## config.mk

```make
export PLATFORM = sky130hd
export DESIGN_NAME = bus_arb_unit
export DESIGN_NICKNAME = d
export VERILOG_FILES = /design/src/rtl/bau_pkg.sv /design/src/rtl/bau_prio_max.sv /design/src/rtl/bau_grant_sel.sv /design/src/rtl/bau_req_gen.sv /design/src/rtl/bau_busy_fsm.sv /design/src/rtl/bus_arb_unit.sv
export SDC_FILE = /design/constraint.sdc
export NUM_CORES = 1
export LEC_CHECK = 0
export BUFFER_PORTS_ARGS = -buffer_cell sky130_fd_sc_hd__buf_2
export CAP_MARGIN = 25
export CORE_MARGIN = 4
export CORE_UTILIZATION = 35
export DETAILED_ROUTE_END_ITERATION = 10
export PLACE_DENSITY_LB_ADDON = 0.25
export SLEW_MARGIN = 20
export SYNTH_ARGS = -nofsm -noshare
export SYNTH_HDL_FRONTEND = slang
export SYNTH_SLANG_ARGS = --single-unit
export TNS_END_PERCENT = 10
```

## constraint.sdc

```tcl
create_clock -name clk -period 6.85 [get_ports clk]
set_clock_uncertainty 0.05 [all_clocks]
set_input_delay 0.3425 -clock clk [delete_from_list [all_inputs] [get_ports clk]]
set_output_delay 0.3425 -clock clk [all_outputs]
set_load 0.01 [all_outputs]
```

## src/rtl/bau_pkg.sv

```systemverilog
package bau_pkg;

    localparam int PRIO_W_DEF = 3;
    localparam int N_SRC_DEF  = 3;

    typedef enum logic {
        ROLE_ARBITER = 1'b0,
        ROLE_CLIENT  = 1'b1
    } arb_role_e;

    typedef enum logic [1:0] {
        BS_IDLE = 2'd0,
        BS_HOLD = 2'd1,
        BS_DRAIN = 2'd2
    } busy_state_e;

    typedef struct packed {
        logic drive;
        logic level_n;
    } pad_drive_t;

endpackage

```

## src/rtl/bau_prio_max.sv

```systemverilog
module bau_prio_max #(
    parameter int N_SRC  = 3,
    parameter int PRIO_W = 3
) (
    input  logic [N_SRC-1:0]             req_i,
    input  logic [N_SRC-1:0][PRIO_W-1:0] prio_i,
    output logic                         any_o,
    output logic [PRIO_W-1:0]            top_o
);

    always_comb begin
        any_o = 1'b0;
        top_o = '0;
        for (int k = 0; k < N_SRC; k++) begin
            if (req_i[k]) begin
                any_o = 1'b1;
                if (prio_i[k] > top_o) begin
                    top_o = prio_i[k];
                end
            end
        end
    end

endmodule

```

## src/rtl/bau_grant_sel.sv

```systemverilog
module bau_grant_sel #(
    parameter int PRIO_W = 3
) (
    input  logic              clk,
    input  logic              rst,
    input  logic              ext_want_i,
    input  logic [PRIO_W-1:0] ext_prio_i,
    input  logic              int_any_i,
    input  logic [PRIO_W-1:0] int_top_i,
    output logic              ext_granted_o
);

    logic ext_wins;
    logic ext_granted_q;

    assign ext_wins = ext_want_i && (!int_any_i || (ext_prio_i > int_top_i));

    always_ff @(posedge clk) begin
        if (rst) begin
            ext_granted_q <= 1'b0;
        end else if (ext_wins) begin
            ext_granted_q <= 1'b1;
        end else if (int_any_i) begin
            ext_granted_q <= 1'b0;
        end
    end

    assign ext_granted_o = ext_granted_q;

    // a fresh grant to the external master follows a request from it
    a_r3_grant_follows_req: assert property (@(posedge clk) disable iff (rst)
        $rose(ext_granted_q) |-> $past(ext_want_i));

    // ties and lower external priority leave the bus with the internal side
    a_r4_tie_internal: assert property (@(posedge clk) disable iff (rst)
        (int_any_i && (ext_prio_i <= int_top_i)) |=> !ext_granted_q);

    // with nobody asking, the grant stays parked
    a_r5_parking: assert property (@(posedge clk) disable iff (rst)
        (!ext_want_i && !int_any_i) |=> $stable(ext_granted_q));

endmodule

```

## src/rtl/bau_req_gen.sv

```systemverilog
module bau_req_gen (
    input  logic clk,
    input  logic rst,
    input  logic active_i,
    input  logic pend_i,
    input  logic gnt_n_i,
    input  logic idle_i,
    output logic req_o
);

    logic req_q;

    always_ff @(posedge clk) begin
        if (rst) begin
            req_q <= 1'b0;
        end else begin
            req_q <= active_i && pend_i && gnt_n_i && idle_i;
        end
    end

    assign req_o = req_q;

    // no request is raised while the grant is parked on this master
    a_r6_no_req_when_parked: assert property (@(posedge clk) disable iff (rst)
        req_q |-> $past(gnt_n_i));

endmodule

```

## src/rtl/bau_busy_fsm.sv

```systemverilog
module bau_busy_fsm
    import bau_pkg::*;
(
    input  logic       clk,
    input  logic       rst,
    input  logic       live_i,
    input  logic       pend_i,
    input  logic       grant_i,
    input  logic       busy_n_i,
    input  logic       done_i,
    output logic       own_o,
    output pad_drive_t busy_o
);

    busy_state_e state_q;
    busy_state_e state_d;

    always_comb begin
        state_d = state_q;
        unique case (state_q)
            BS_IDLE:  if (live_i && pend_i && grant_i && busy_n_i) state_d = BS_HOLD;
            BS_HOLD:  if (done_i) state_d = BS_DRAIN;
            BS_DRAIN: state_d = BS_IDLE;
            default:  state_d = BS_IDLE;
        endcase
    end

    always_ff @(posedge clk) begin
        if (rst) begin
            state_q <= BS_IDLE;
        end else begin
            state_q <= state_d;
        end
    end

    assign own_o          = (state_q == BS_HOLD);
    assign busy_o.drive   = (state_q != BS_IDLE);
    assign busy_o.level_n = (state_q != BS_HOLD);

    // ownership starts only with the grant held and busy negated
    a_r7_take_rules: assert property (@(posedge clk) disable iff (rst)
        $rose(own_o) |-> $past(grant_i && busy_n_i && pend_i));

    // ownership persists until the transfer ends
    a_r8_hold_until_done: assert property (@(posedge clk) disable iff (rst)
        (own_o && !done_i) |=> own_o);

    // leaving ownership drives busy high for one cycle
    a_r9_drive_high: assert property (@(posedge clk) disable iff (rst)
        $fell(own_o) |-> (busy_o.drive && busy_o.level_n));

    // then the pin floats
    a_r9_float: assert property (@(posedge clk) disable iff (rst)
        (busy_o.drive && busy_o.level_n) |=> !busy_o.drive);

endmodule

```

## src/rtl/bus_arb_unit.sv

```systemverilog
module bus_arb_unit
    import bau_pkg::*;
#(
    parameter int N_SRC  = bau_pkg::N_SRC_DEF,
    parameter int PRIO_W = bau_pkg::PRIO_W_DEF
) (
    input  logic                         clk,
    input  logic                         rst,
    input  logic                         mode_strap_i,
    input  logic [N_SRC-1:0]             int_req_i,
    input  logic [N_SRC-1:0][PRIO_W-1:0] int_prio_i,
    input  logic [PRIO_W-1:0]            ext_prio_i,
    input  logic                         xfer_done_i,
    input  logic                         req_n_i,
    output logic                         req_n_o,
    output logic                         req_oe_o,
    input  logic                         gnt_n_i,
    output logic                         gnt_n_o,
    output logic                         gnt_oe_o,
    input  logic                         busy_n_i,
    output logic                         busy_n_o,
    output logic                         busy_oe_o,
    output logic                         own_o
);

    arb_role_e         role_q;
    logic              live_q;
    logic              int_any;
    logic [PRIO_W-1:0] int_top;
    logic              ext_granted;
    logic              self_grant;
    logic              req_raw;
    logic              is_arbiter;
    pad_drive_t        busy_pad;

    // Strap is captured only while reset is held
    always_ff @(posedge clk) begin
        if (rst) begin
            role_q <= arb_role_e'(mode_strap_i);
            live_q <= 1'b0;
        end else begin
            live_q <= 1'b1;
        end
    end

    assign is_arbiter = (role_q == ROLE_ARBITER);

    bau_prio_max #(.N_SRC(N_SRC), .PRIO_W(PRIO_W)) i_prio (
        .req_i  (int_req_i),
        .prio_i (int_prio_i),
        .any_o  (int_any),
        .top_o  (int_top)
    );

    bau_grant_sel #(.PRIO_W(PRIO_W)) i_gsel (
        .clk           (clk),
        .rst           (rst),
        .ext_want_i    (is_arbiter && !req_n_i),
        .ext_prio_i    (ext_prio_i),
        .int_any_i     (int_any),
        .int_top_i     (int_top),
        .ext_granted_o (ext_granted)
    );

    assign self_grant = is_arbiter ? !ext_granted : !gnt_n_i;

    bau_busy_fsm i_busy (
        .clk      (clk),
        .rst      (rst),
        .live_i   (live_q),
        .pend_i   (int_any),
        .grant_i  (self_grant),
        .busy_n_i (busy_n_i),
        .done_i   (xfer_done_i),
        .own_o    (own_o),
        .busy_o   (busy_pad)
    );

    bau_req_gen i_req (
        .clk      (clk),
        .rst      (rst),
        .active_i (live_q && !is_arbiter),
        .pend_i   (int_any),
        .gnt_n_i  (gnt_n_i),
        .idle_i   (!busy_pad.drive),
        .req_o    (req_raw)
    );

    assign gnt_oe_o  = live_q && is_arbiter;
    assign gnt_n_o   = !(is_arbiter && ext_granted);
    assign req_oe_o  = live_q && !is_arbiter;
    assign req_n_o   = !req_raw;
    assign busy_oe_o = busy_pad.drive;
    assign busy_n_o  = busy_pad.level_n;

    // exactly one of request and grant is driven once out of reset
    a_r2_one_direction: assert property (@(posedge clk) disable iff (rst)
        live_q |-> $onehot({req_oe_o, gnt_oe_o}));

    // the role never changes outside reset
    a_r10_role_fixed: assert property (@(posedge clk) disable iff (rst)
        live_q |-> $stable(role_q));

endmodule

```

==> impl_metrics.yaml <==
route:
  wl_per_cell_um: 10.3
  vias: 562
  via_per_inst: 4.89
  drc: 0
  drtAntennaViolNets: 0
  wl_um: 1180
  first_iter_violations: 4
  firstDrtPassIters: 2
worst_setup_path:
  crit_path_top_delay_cell: "mux2_2"
  end_kind: "register"
  path_delay_family: "compound AO/OA/AOI/OAI gates"
  required_ps: 6950
  crit_type: "input pin to register"
  cp_common_cell: "ha_1"
  reg2reg_to: "i_busy.state_q[0]"
  path_max_fanout: 4
  path_cells: "buf_2 -> and2_1 -> ha_1 -> and3_1 -> a211oi_2 -> mux2_2 -> ha_1 -> nand2b_1 -> a21oi_1 -> nand2_1 -> mux2_2 -> ha_1 -> nor2b_1 -> o21a_1 -> o211ai_1 -> a21oi_1"
  cp.arrival_ps: 3370
  ff2ff_path_depth: 4
  rr_startpoint: "i_busy.state_q[1]"
  crit_buf_inv: 1
  start_kind: "input pin"
  r2r_slack_ps: 5710
  critical-path-max-stage-delay_ps: 380
logic_synthesis:
  syn-num-nets: 98
  async_flop_share_pct: 0
  synthesis.area_um2: 549
  netlist.area_leader.share_pct: 20.5
  synth-warning-count: 0
  synth_xor_area_share_pct: 0
  synth_area_leaders: "ha_1 (21%), dfxtp_1 (18%), inv_1 (6.2%), mux2_2 (6.2%), nand2b_1 (5.7%)"
  synth_ff_type: "dfxtp_1"
  synthSimpleGateAreaFrac_pct: 26.0
  yosysSeqAreaShare_pct: 23.7
  synth.distinct_cells: 25
  syn_inst: 67
  synth_area_leader_cell: "ha_1"
  synth_compound_area_share_pct: 15.7
  synth_mux_area_share_pct: 7.97
  synth.top_cells.by_count: "ha_1 (9), inv_1 (9), dfxtp_1 (5), nand2b_1 (5)"
  synthAdderAreaFrac_pct: 20.5
  ys_seq_elements: 6
  synth_top_family_by_area: "simple AND/OR/NAND/NOR gates"
  synth-edff-count: 1
  synth_area_per_cell_um2: 8.20
power_and_ir_drop:
  p_leak_nw: 0.404
  vdd_ir_drop_max_mv: 0.120
  power_density_mw_per_mm2: 159
timing:
  fin_crit_ps: 3280
  clock.fmax_mhz: 305
  hold_viol_final: 0
  holdWs_ps: 212
  rsz0062_at_grt: "false"
  slew_headroom_pct: 80.2
  worst_pin_slew_ps: 293
  min_period_over_period_pct: 47.9
  setup_viol: 0
  finalMaxSlewViolations: 0
  tns_ps: 0
cells_and_area:
  fillers: 153
  antenna_cells: 0
  synthToLayoutAreaGrowth_pct: 33.9
  final-seq-area_um2: 130
  multi_input_comb_area_um2: 385
  num-nets-final: 131
  drive_gt1_share_pct: 37.4
  finalCoreUtilization_pct: 49.4
placement:
  dpl.hpwl_um: 1010
  portBuffers: 28
  gp_congestion: 0.699
clocking:
  htree_levels: 1
  postCtsHoldBufs: 0
  cts_resized: 0
  cts-root-buf: "clkbuf_4"
  path_clk_slew_ps: 60
  clock_latency_ps: 260
  cts_buffer_depth: 2
  postCtsSetupBuffers: 0
  numCtsBuffers: 3
  cts_tree: "done"
  cts.sink_count: 6
hold_path:
  min_from: "mode_strap_i"
  min_to: "role_q"
  hp-class: "input pin to register"
  hold_path_depth: 1
global_routing:
  overflow: 0
  track_usage_pct: 11.1
  grt_pass1_vias: 507
  grt_antenna_before_repair: 0
  grt_pass1_wl_um: 1790
  grt_start_max_net_pins: 7
run_status:
  outcome: "finished, final reports clean"
floorplanning:
  die_width_um: 47.6
  pin_count: 29
  start_util_pct: 36.9
  core_mm2: 0.00149
  die_area_mm2: 0.00227
  die_y_um: 47.6
  rows: 14
flow_run:
  maxCapViolations: 0
## metal layers
layer | global-route usage (%) | vias to the layer above | routed length [µm]
li1 | - | 299 | -
met1 | 11.8 | 245 | 485
met2 | 19.8 | 18 | 574
met3 | 6.02 | 0 | 120
met4 | 1.61 | 0 | 0
met5 | 0 | - | 0
## layout make-up
class	instances	area share, %
clock buffers	4	3.57
inverters	9	4.59
well taps	16	2.72
flip-flops and latches	6	17.7
repair buffers	28	19.0
multi-input cells	52	52.4
## cell usage in the layout, fill, tap and decap left out, types with 2 or more instances in the layout
master	n
ha_1	9
and2_1	2
mux2_2	3
inv_1	9
nor2b_1	2
nand2b_1	5
nand3_1	2
clkbuf_4	3
nand2_1	4
and3_1	3
dfxtp_1	5
a21oi_1	4
buf_2	28
o21ai_0	3
nor2_1	4
## kinds of logic after synthesis
group,after synthesis
AND/OR/NAND/NOR,26
AO/OA/AOI/OAI,13
buffers and inverters,9
adder cells (fa/ha/maj),9
flip-flops,6
multiplexers,4
## power breakdown
| group | switching (W) | internal (W) | total, W |
|---|---|---|---|
| Combinational | 0.0000196 | 0.0000212 | 0.0000408 |
| Clock | 0.0000146 | 0.0000222 | 0.0000368 |
| Sequential | 0.00000126 | 0.0000379 | 0.0000391 |
| Total | 0.0000355 | 0.0000813 | 0.000117 |
## worst max path at each step
| stage | startpoint | endpoint | slack, ps | cells past startpoint |
|---|---|---|---|---|
| after detailed placement | int_req_i[0] | i_gsel.ext_granted_o | 3290 | 16 |
| after CTS | int_req_i[0] | i_gsel.ext_granted_o | 3550 | 16 |
| after global placement | int_req_i[0] | i_gsel.ext_granted_o | 3360 | 16 |
| final | int_req_i[0] | i_gsel.ext_granted_o | 3570 | 16 |
| after floorplan | int_prio_i[0] | i_gsel.ext_granted_o | 3580 | 15 |
| after global routing | int_req_i[0] | i_gsel.ext_granted_o | 3380 | 16 |
## flip-flops by register name, indices dropped and copies added (netlist names)
register and flops:
i_busy.state_q 2, i_gsel.ext_granted_o 1, i_req.req_o 1, live_q 1, role_q 1
## stage by stage
stage / instance area [µm²] / setup slack [ps] / total power, W / cells
2_1_floorplan: 549 / 3580 / 0.0000672 / 67
3_3_place_gp: 709 / 3360 / 0.0000808 / 111
3_5_place_dp: 709 / 3290 / 0.0000813 / 111
4_1_cts: 736 / 3550 / 0.000120 / 115
5_1_grt: 736 / 3380 / 0.000128 / 115
6_report: 736 / 3570 / 0.000117 / 115
No activity file was read; power rests on OpenSTA's default activity.
